## config.mk

```make
export PLATFORM = sky130hd
export DESIGN_NAME = irq_accept_flags
export DESIGN_NICKNAME = d
export VERILOG_FILES = /design/src/rtl/iaf_pkg.sv /design/src/rtl/iaf_nmi_latch.sv /design/src/rtl/iaf_arbiter.sv /design/src/rtl/iaf_flags.sv /design/src/rtl/irq_accept_flags.sv
export SDC_FILE = /design/constraint.sdc
export NUM_CORES = 1
export LEC_CHECK = 0
export BUFFER_PORTS_ARGS = -buffer_cell sky130_fd_sc_hd__buf_2
export CORE_MARGIN = 8
export CORE_UTILIZATION = 42
export CTS_CLUSTER_DIAMETER = 200
export DETAILED_ROUTE_END_ITERATION = 7
export PLACE_DENSITY = 0.8
export SETUP_SLACK_MARGIN = 0.1
export SYNTH_ARGS = -nofsm -noshare
export SYNTH_HDL_FRONTEND = slang
export SYNTH_SLANG_ARGS = --single-unit
```

## constraint.sdc

```tcl
create_clock -name clk -period 1.7 [get_ports clk]
set_clock_uncertainty 0.1 [all_clocks]
set_input_delay 0 -clock clk [delete_from_list [all_inputs] [get_ports clk]]
set_output_delay 0 -clock clk [all_outputs]
set_load 0.05 [all_outputs]
```

## src/rtl/iaf_pkg.sv

```systemverilog
package iaf_pkg;

    typedef enum logic [1:0] {
        TAKE_NONE = 2'd0,
        TAKE_NMI  = 2'd1,
        TAKE_INT  = 2'd2
    } take_e;

    typedef struct packed {
        logic live;
        logic saved;
    } ie_t;

endpackage

```

## src/rtl/iaf_nmi_latch.sv

```systemverilog
module iaf_nmi_latch #(
    parameter int SYNC_STAGES = 0
) (
    input  logic clk,
    input  logic rst_n,
    input  logic nmi_n,
    input  logic clear_i,
    output logic pending_o
);

    localparam int CHAIN = (SYNC_STAGES > 0) ? SYNC_STAGES : 1;

    logic line_w;

    generate
        if (SYNC_STAGES > 0) begin : g_sync
            logic [CHAIN-1:0] chain_q;
            always_ff @(posedge clk) begin
                if (!rst_n) chain_q <= '1;
                else        chain_q <= {chain_q[CHAIN-2:0], nmi_n};
            end
            assign line_w = chain_q[CHAIN-1];
        end else begin : g_direct
            assign line_w = nmi_n;
        end
    endgenerate

    typedef struct packed {
        logic prev;
        logic pending;
    } det_t;

    det_t det_d, det_q;

    always_comb begin
        det_d         = det_q;
        det_d.prev    = line_w;
        // a fresh edge wins over a clear in the same cycle
        det_d.pending = (det_q.prev & ~line_w) | (det_q.pending & ~clear_i);
    end

    always_ff @(posedge clk) begin
        if (!rst_n) det_q <= '{prev: 1'b1, pending: 1'b0};
        else        det_q <= det_d;
    end

    assign pending_o = det_q.pending;

endmodule

```

## src/rtl/iaf_arbiter.sv

```systemverilog
module iaf_arbiter
    import iaf_pkg::*;
(
    input  logic  insn_end,
    input  logic  any_strobe,
    input  logic  nmi_pending,
    input  logic  ie_live,
    input  logic  irq_n,
    output take_e kind_o
);

    logic boundary_w;

    always_comb begin
        boundary_w = insn_end & ~any_strobe;
        kind_o     = TAKE_NONE;
        if (boundary_w) begin
            if (nmi_pending)            kind_o = TAKE_NMI;
            else if (ie_live && !irq_n) kind_o = TAKE_INT;
        end
    end

endmodule

```

## src/rtl/iaf_flags.sv

```systemverilog
module iaf_flags
    import iaf_pkg::*;
(
    input  logic  clk,
    input  logic  rst_n,
    input  logic  ei_stb,
    input  logic  di_stb,
    input  logic  retn_stb,
    input  take_e kind_i,
    output logic  live_o,
    output logic  saved_o
);

    ie_t ie_d, ie_q;

    always_comb begin
        ie_d = ie_q;
        unique case (kind_i)
            TAKE_NMI: ie_d.live = 1'b0;
            TAKE_INT: ie_d      = '{live: 1'b0, saved: 1'b0};
            default: begin
                if (di_stb)        ie_d = '{live: 1'b0, saved: 1'b0};
                else if (ei_stb)   ie_d = '{live: 1'b1, saved: 1'b1};
                else if (retn_stb) ie_d.live = ie_q.saved;
            end
        endcase
    end

    always_ff @(posedge clk) begin
        if (!rst_n) ie_q <= '0;
        else        ie_q <= ie_d;
    end

    assign live_o  = ie_q.live;
    assign saved_o = ie_q.saved;

endmodule

```

## src/rtl/irq_accept_flags.sv

```systemverilog
module irq_accept_flags
    import iaf_pkg::*;
#(
    parameter int              ADDR_W      = 16,
    parameter logic [ADDR_W-1:0] NMI_VEC   = 16'h0066,
    parameter logic [ADDR_W-1:0] INT_VEC   = 16'h0038,
    parameter int              SYNC_STAGES = 0
) (
    input  logic              clk,
    input  logic              rst_n,
    input  logic              nmi_n,
    input  logic              irq_n,
    input  logic              insn_end,
    input  logic              ei_stb,
    input  logic              di_stb,
    input  logic              retn_stb,
    input  logic [ADDR_W-1:0] pc_i,
    output logic              take_o,
    output logic              take_nmi_o,
    output logic [ADDR_W-1:0] vector_o,
    output logic              push_req_o,
    output logic [ADDR_W-1:0] push_data_o,
    output logic              pop_req_o,
    output logic              ie_main_o,
    output logic              ie_saved_o
);

    typedef struct packed {
        take_e             kind;
        logic [ADDR_W-1:0] vec;
        logic [ADDR_W-1:0] ret;
        logic              pop;
    } out_t;

    take_e kind_w;
    logic  pending_w;
    logic  any_strobe_w;
    logic  live_w;
    logic  saved_w;
    out_t  out_d, out_q;

    assign any_strobe_w = ei_stb | di_stb | retn_stb;

    iaf_nmi_latch #(.SYNC_STAGES(SYNC_STAGES)) u_latch (
        .clk       (clk),
        .rst_n     (rst_n),
        .nmi_n     (nmi_n),
        .clear_i   (kind_w == TAKE_NMI),
        .pending_o (pending_w)
    );

    iaf_arbiter u_arb (
        .insn_end    (insn_end),
        .any_strobe  (any_strobe_w),
        .nmi_pending (pending_w),
        .ie_live     (live_w),
        .irq_n       (irq_n),
        .kind_o      (kind_w)
    );

    iaf_flags u_flags (
        .clk      (clk),
        .rst_n    (rst_n),
        .ei_stb   (ei_stb),
        .di_stb   (di_stb),
        .retn_stb (retn_stb),
        .kind_i   (kind_w),
        .live_o   (live_w),
        .saved_o  (saved_w)
    );

    always_comb begin
        out_d      = '0;
        out_d.kind = kind_w;
        out_d.pop  = retn_stb;
        unique case (kind_w)
            TAKE_NMI: begin
                out_d.vec = NMI_VEC;
                out_d.ret = pc_i;
            end
            TAKE_INT: begin
                out_d.vec = INT_VEC;
                out_d.ret = pc_i;
            end
            default: ;
        endcase
    end

    always_ff @(posedge clk) begin
        if (!rst_n) out_q <= '0;
        else        out_q <= out_d;
    end

    assign take_o      = (out_q.kind != TAKE_NONE);
    assign take_nmi_o  = (out_q.kind == TAKE_NMI);
    assign vector_o    = out_q.vec;
    assign push_req_o  = (out_q.kind != TAKE_NONE);
    assign push_data_o = out_q.ret;
    assign pop_req_o   = out_q.pop;
    assign ie_main_o   = live_w;
    assign ie_saved_o  = saved_w;

endmodule

```

==> impl_results.md <==
- Status: finished clean
- Critical path peak fanout: 5
- Worst setup path endpoint: u_flags.saved_o$_SDFFE_PN0P_
- # Post-CTS Setup Buffers: 0
- Power Total: approximately 1000 uW
- Ports: 62
- Fin crit share: 84.4%
- Crit path capture type: flip-flop
- WL final: ~2300 um
- VDD IR max: about 0.42 mV
- Starting Density: 43.1%
- Setup violators final: 0
- Placement Rows: 18
- Multi-input logic area: 309 um^2
- Sequential cell area: 502 um^2
- Core area: 2410 um^2
- DP HPWL: around 1700 um
- RR Startpoint: u_latch.pending_o$_SDFF_PN0_
- Fin crit period: 1.44 ns
- Setup repair after global routing missed its margin: no
- Reg2reg setup slack: 0.33 ns
- DIE AREA: roughly 4300 um^2
- Layout cell share with drive strength beyond 1: 39.4%
- Initial DRC count: 16
- Max Fclk: 697 MHz
- Area growth from synthesis to layout: 33.4%
- Clock-pin transition on the worst setup and hold timing paths: between 0.1 and 0.15 ns
- Via-to-Cell Ratio: 3.98
- Clock sink count: 25
- Worst Slack Setup Final: 0.265 ns
- Synth top area share: 48.2%
- Post-cts sizing count: 0
- Static Leak: 0.000708 uW
- Nets: 180
- DRT Pass-1 Iters: 3
- Max Cap Viol: 0
- Post-Synthesis Cells: 100
- Remaining DRCs: 0
- Reg-to-Reg End: push_data_o[4]$_SDFF_PN0_
- Most frequent cells in the layout: 51 x buf_2, 24 x dlygate4sd3_1, 24 x dfxtp_1, 17 x and2_1, 10 x conb_1
- Initial antenna violation count: 1
- # port buffers: just over 50
- CTS Buf Count: 3
- Fin. max-slew vios: 0
- Maximum clock path buffer count: 2
- Total track usage: a little over a tenth
- Seq/Total Area, Yosys: between 40% and 50%
- Worst path required time: 1.81 ns
- CP arrival: between 1.5 and 2 ns
- Fill count: slightly below 200
- Post-Place Worst Slack: 0.362 ns
- H-tree lvl count: 1
- Pwr dens: roughly 750 nW/um^2
- Die Y: 65.7 um
- Leading area contributor after synthesis: dfxtp_1
- Register bit total from synthesis: 25
- Commonest non-fill, non-tap cell in the layout: buf_2
- Die width: 65.7 um
- Final hold vios: 0
- Setup TNS: 0 ns
- Synthesized area: 1040 um^2
- First-pass GRT wire length: 3520 um
- Vias in the first global route: ~780
- Clk Tree Root Cell: clkbuf_4
- Largest net degree at the start of global routing: 18
- Syn_area_per_cell: 10.4 um^2
- Worst hold path type: input pin to flip-flop
- DR vias: 740
- Register-to-Register Path Depth: 4
- Final GP Congestion: 0.655
- Origin of the worst setup path: ei_stb
- Startpoint Class: input pin
- GRT Residual Overflow: 0
- Synth top area cells: dfxtp_1 48%, buf_4 24%, and2_1 10%, a2111oi_4 2.7%, nand2b_4 2.7%
- Synth warnings: 0
- Wire per inst: 12.3 um
- Setup Crit Path Kind: input pin to flip-flop
- TritonCTS clock tree: yes
- Antenna viol nets, final: 0
- Clk Latency, worst-skew pair: approximately 0.30 ns
- Post-synth cell types: 17
[Yosys cell counts]
cell type  number
nor3_1          5
buf_4          33
dfxtp_1        25
or4b_1          1
or2_2           1
nor2b_1         4
nand2b_1        2
nand2b_4        2
a2111oi_4       1
and2_1         17
nor2_1          2
or3_1           1
inv_1           1
a211oi_1        1
conb_1          1
a21oi_1         2
buf_6           1
[routing by layer]
metal | share of wire, % | vias up | routed length (um) | GRT usage, %
met5 | 0 | - | 0 | 0
met4 | 1.6 | 0 | 36 | 7.08
met3 | 12 | 2 | 284 | 4.59
met2 | 52 | 32 | 1190 | 19.4
met1 | 34 | 324 | 778 | 9.23
li1 | - | 382 | - | -
[flip-flops by register name, indices dropped and copies added (netlist names)]
register / cells
push_data_o: 16
out_q: 2
vector_o: 2
pop_req_o: 1
u_flags.live_o: 1
u_flags.saved_o: 1
u_latch.det_q: 1
u_latch.pending_o: 1
[area by class of cell]
type | count | share of cell area, %
clock buffer | 3 | 1.63
antenna | 1 | 0.181
clock inverter | 1 | 0.361
sequential | 25 | 36.2
inverter | 1 | 0.271
timing repair buffer | 76 | 36.3
multi-input combinational | 49 | 22.3
tap | 30 | 2.71
[where the power goes]
part	leakage [uW]	internal, uW	switching, uW	total, uW
registers	0.000203	595	5.93	601
clock network	0.0000177	87.6	165	253
logic	0.000488	71.8	107	179
total	0.000708	754	278	1030
[stage by stage]
| step | instance area [um^2] | hold WS [ns] | std cells | util [%] |
|---|---|---|---|---|
| 6_report | 1390 | 0.0694 | 186 | 57.5 |
| 5_1_grt | 1390 | 0.0791 | 186 | 57.5 |
| 3_3_place_gp | 1110 | 0.101 | 157 | 46.3 |
| 4_1_cts | 1380 | 0.0484 | 185 | 57.4 |
| 2_1_floorplan | 1070 | -0.0270 | 109 | - |
| 3_5_place_dp | 1110 | 0.102 | 157 | 46.3 |
[kinds of logic after synthesis]
family                 share of synthesized area, %
buffers and inverters                          25.3
AO/OA/AOI/OAI                                  4.34
other                                         0.361
flip-flops                                     48.2
AND/OR/NAND/NOR                                21.8
[worst max-delay path: stages]
cell and delay [ns]:
dlygate4sd3_1 0.55, buf_2 0.16, or4b_1 0.58, nor3_1 0.18
nor3_1 0.07
[repair_timing]
action,in CTS,in global routing
hold buffers,24,0
endpoints found under the hold margin,25,0
endpoints found under the setup margin,0,0
[how the worst min path moves through the flow]
stage              from                          end  cells after the start
3_3_place_gp   pc_i[13]   push_data_o[13]$_SDFF_PN0_                      2
4_1_cts        insn_end         out_q[33]$_SDFF_PN0_                      4
2_1_floorplan     rst_n  u_latch.det_q[1]$_SDFF_PN1_                      1
6_report       insn_end         out_q[33]$_SDFF_PN0_                      4
3_5_place_dp    pc_i[3]    push_data_o[3]$_SDFF_PN0_                      2
5_1_grt        insn_end         out_q[33]$_SDFF_PN0_                      4
Power figures use the tool's default switching activity.
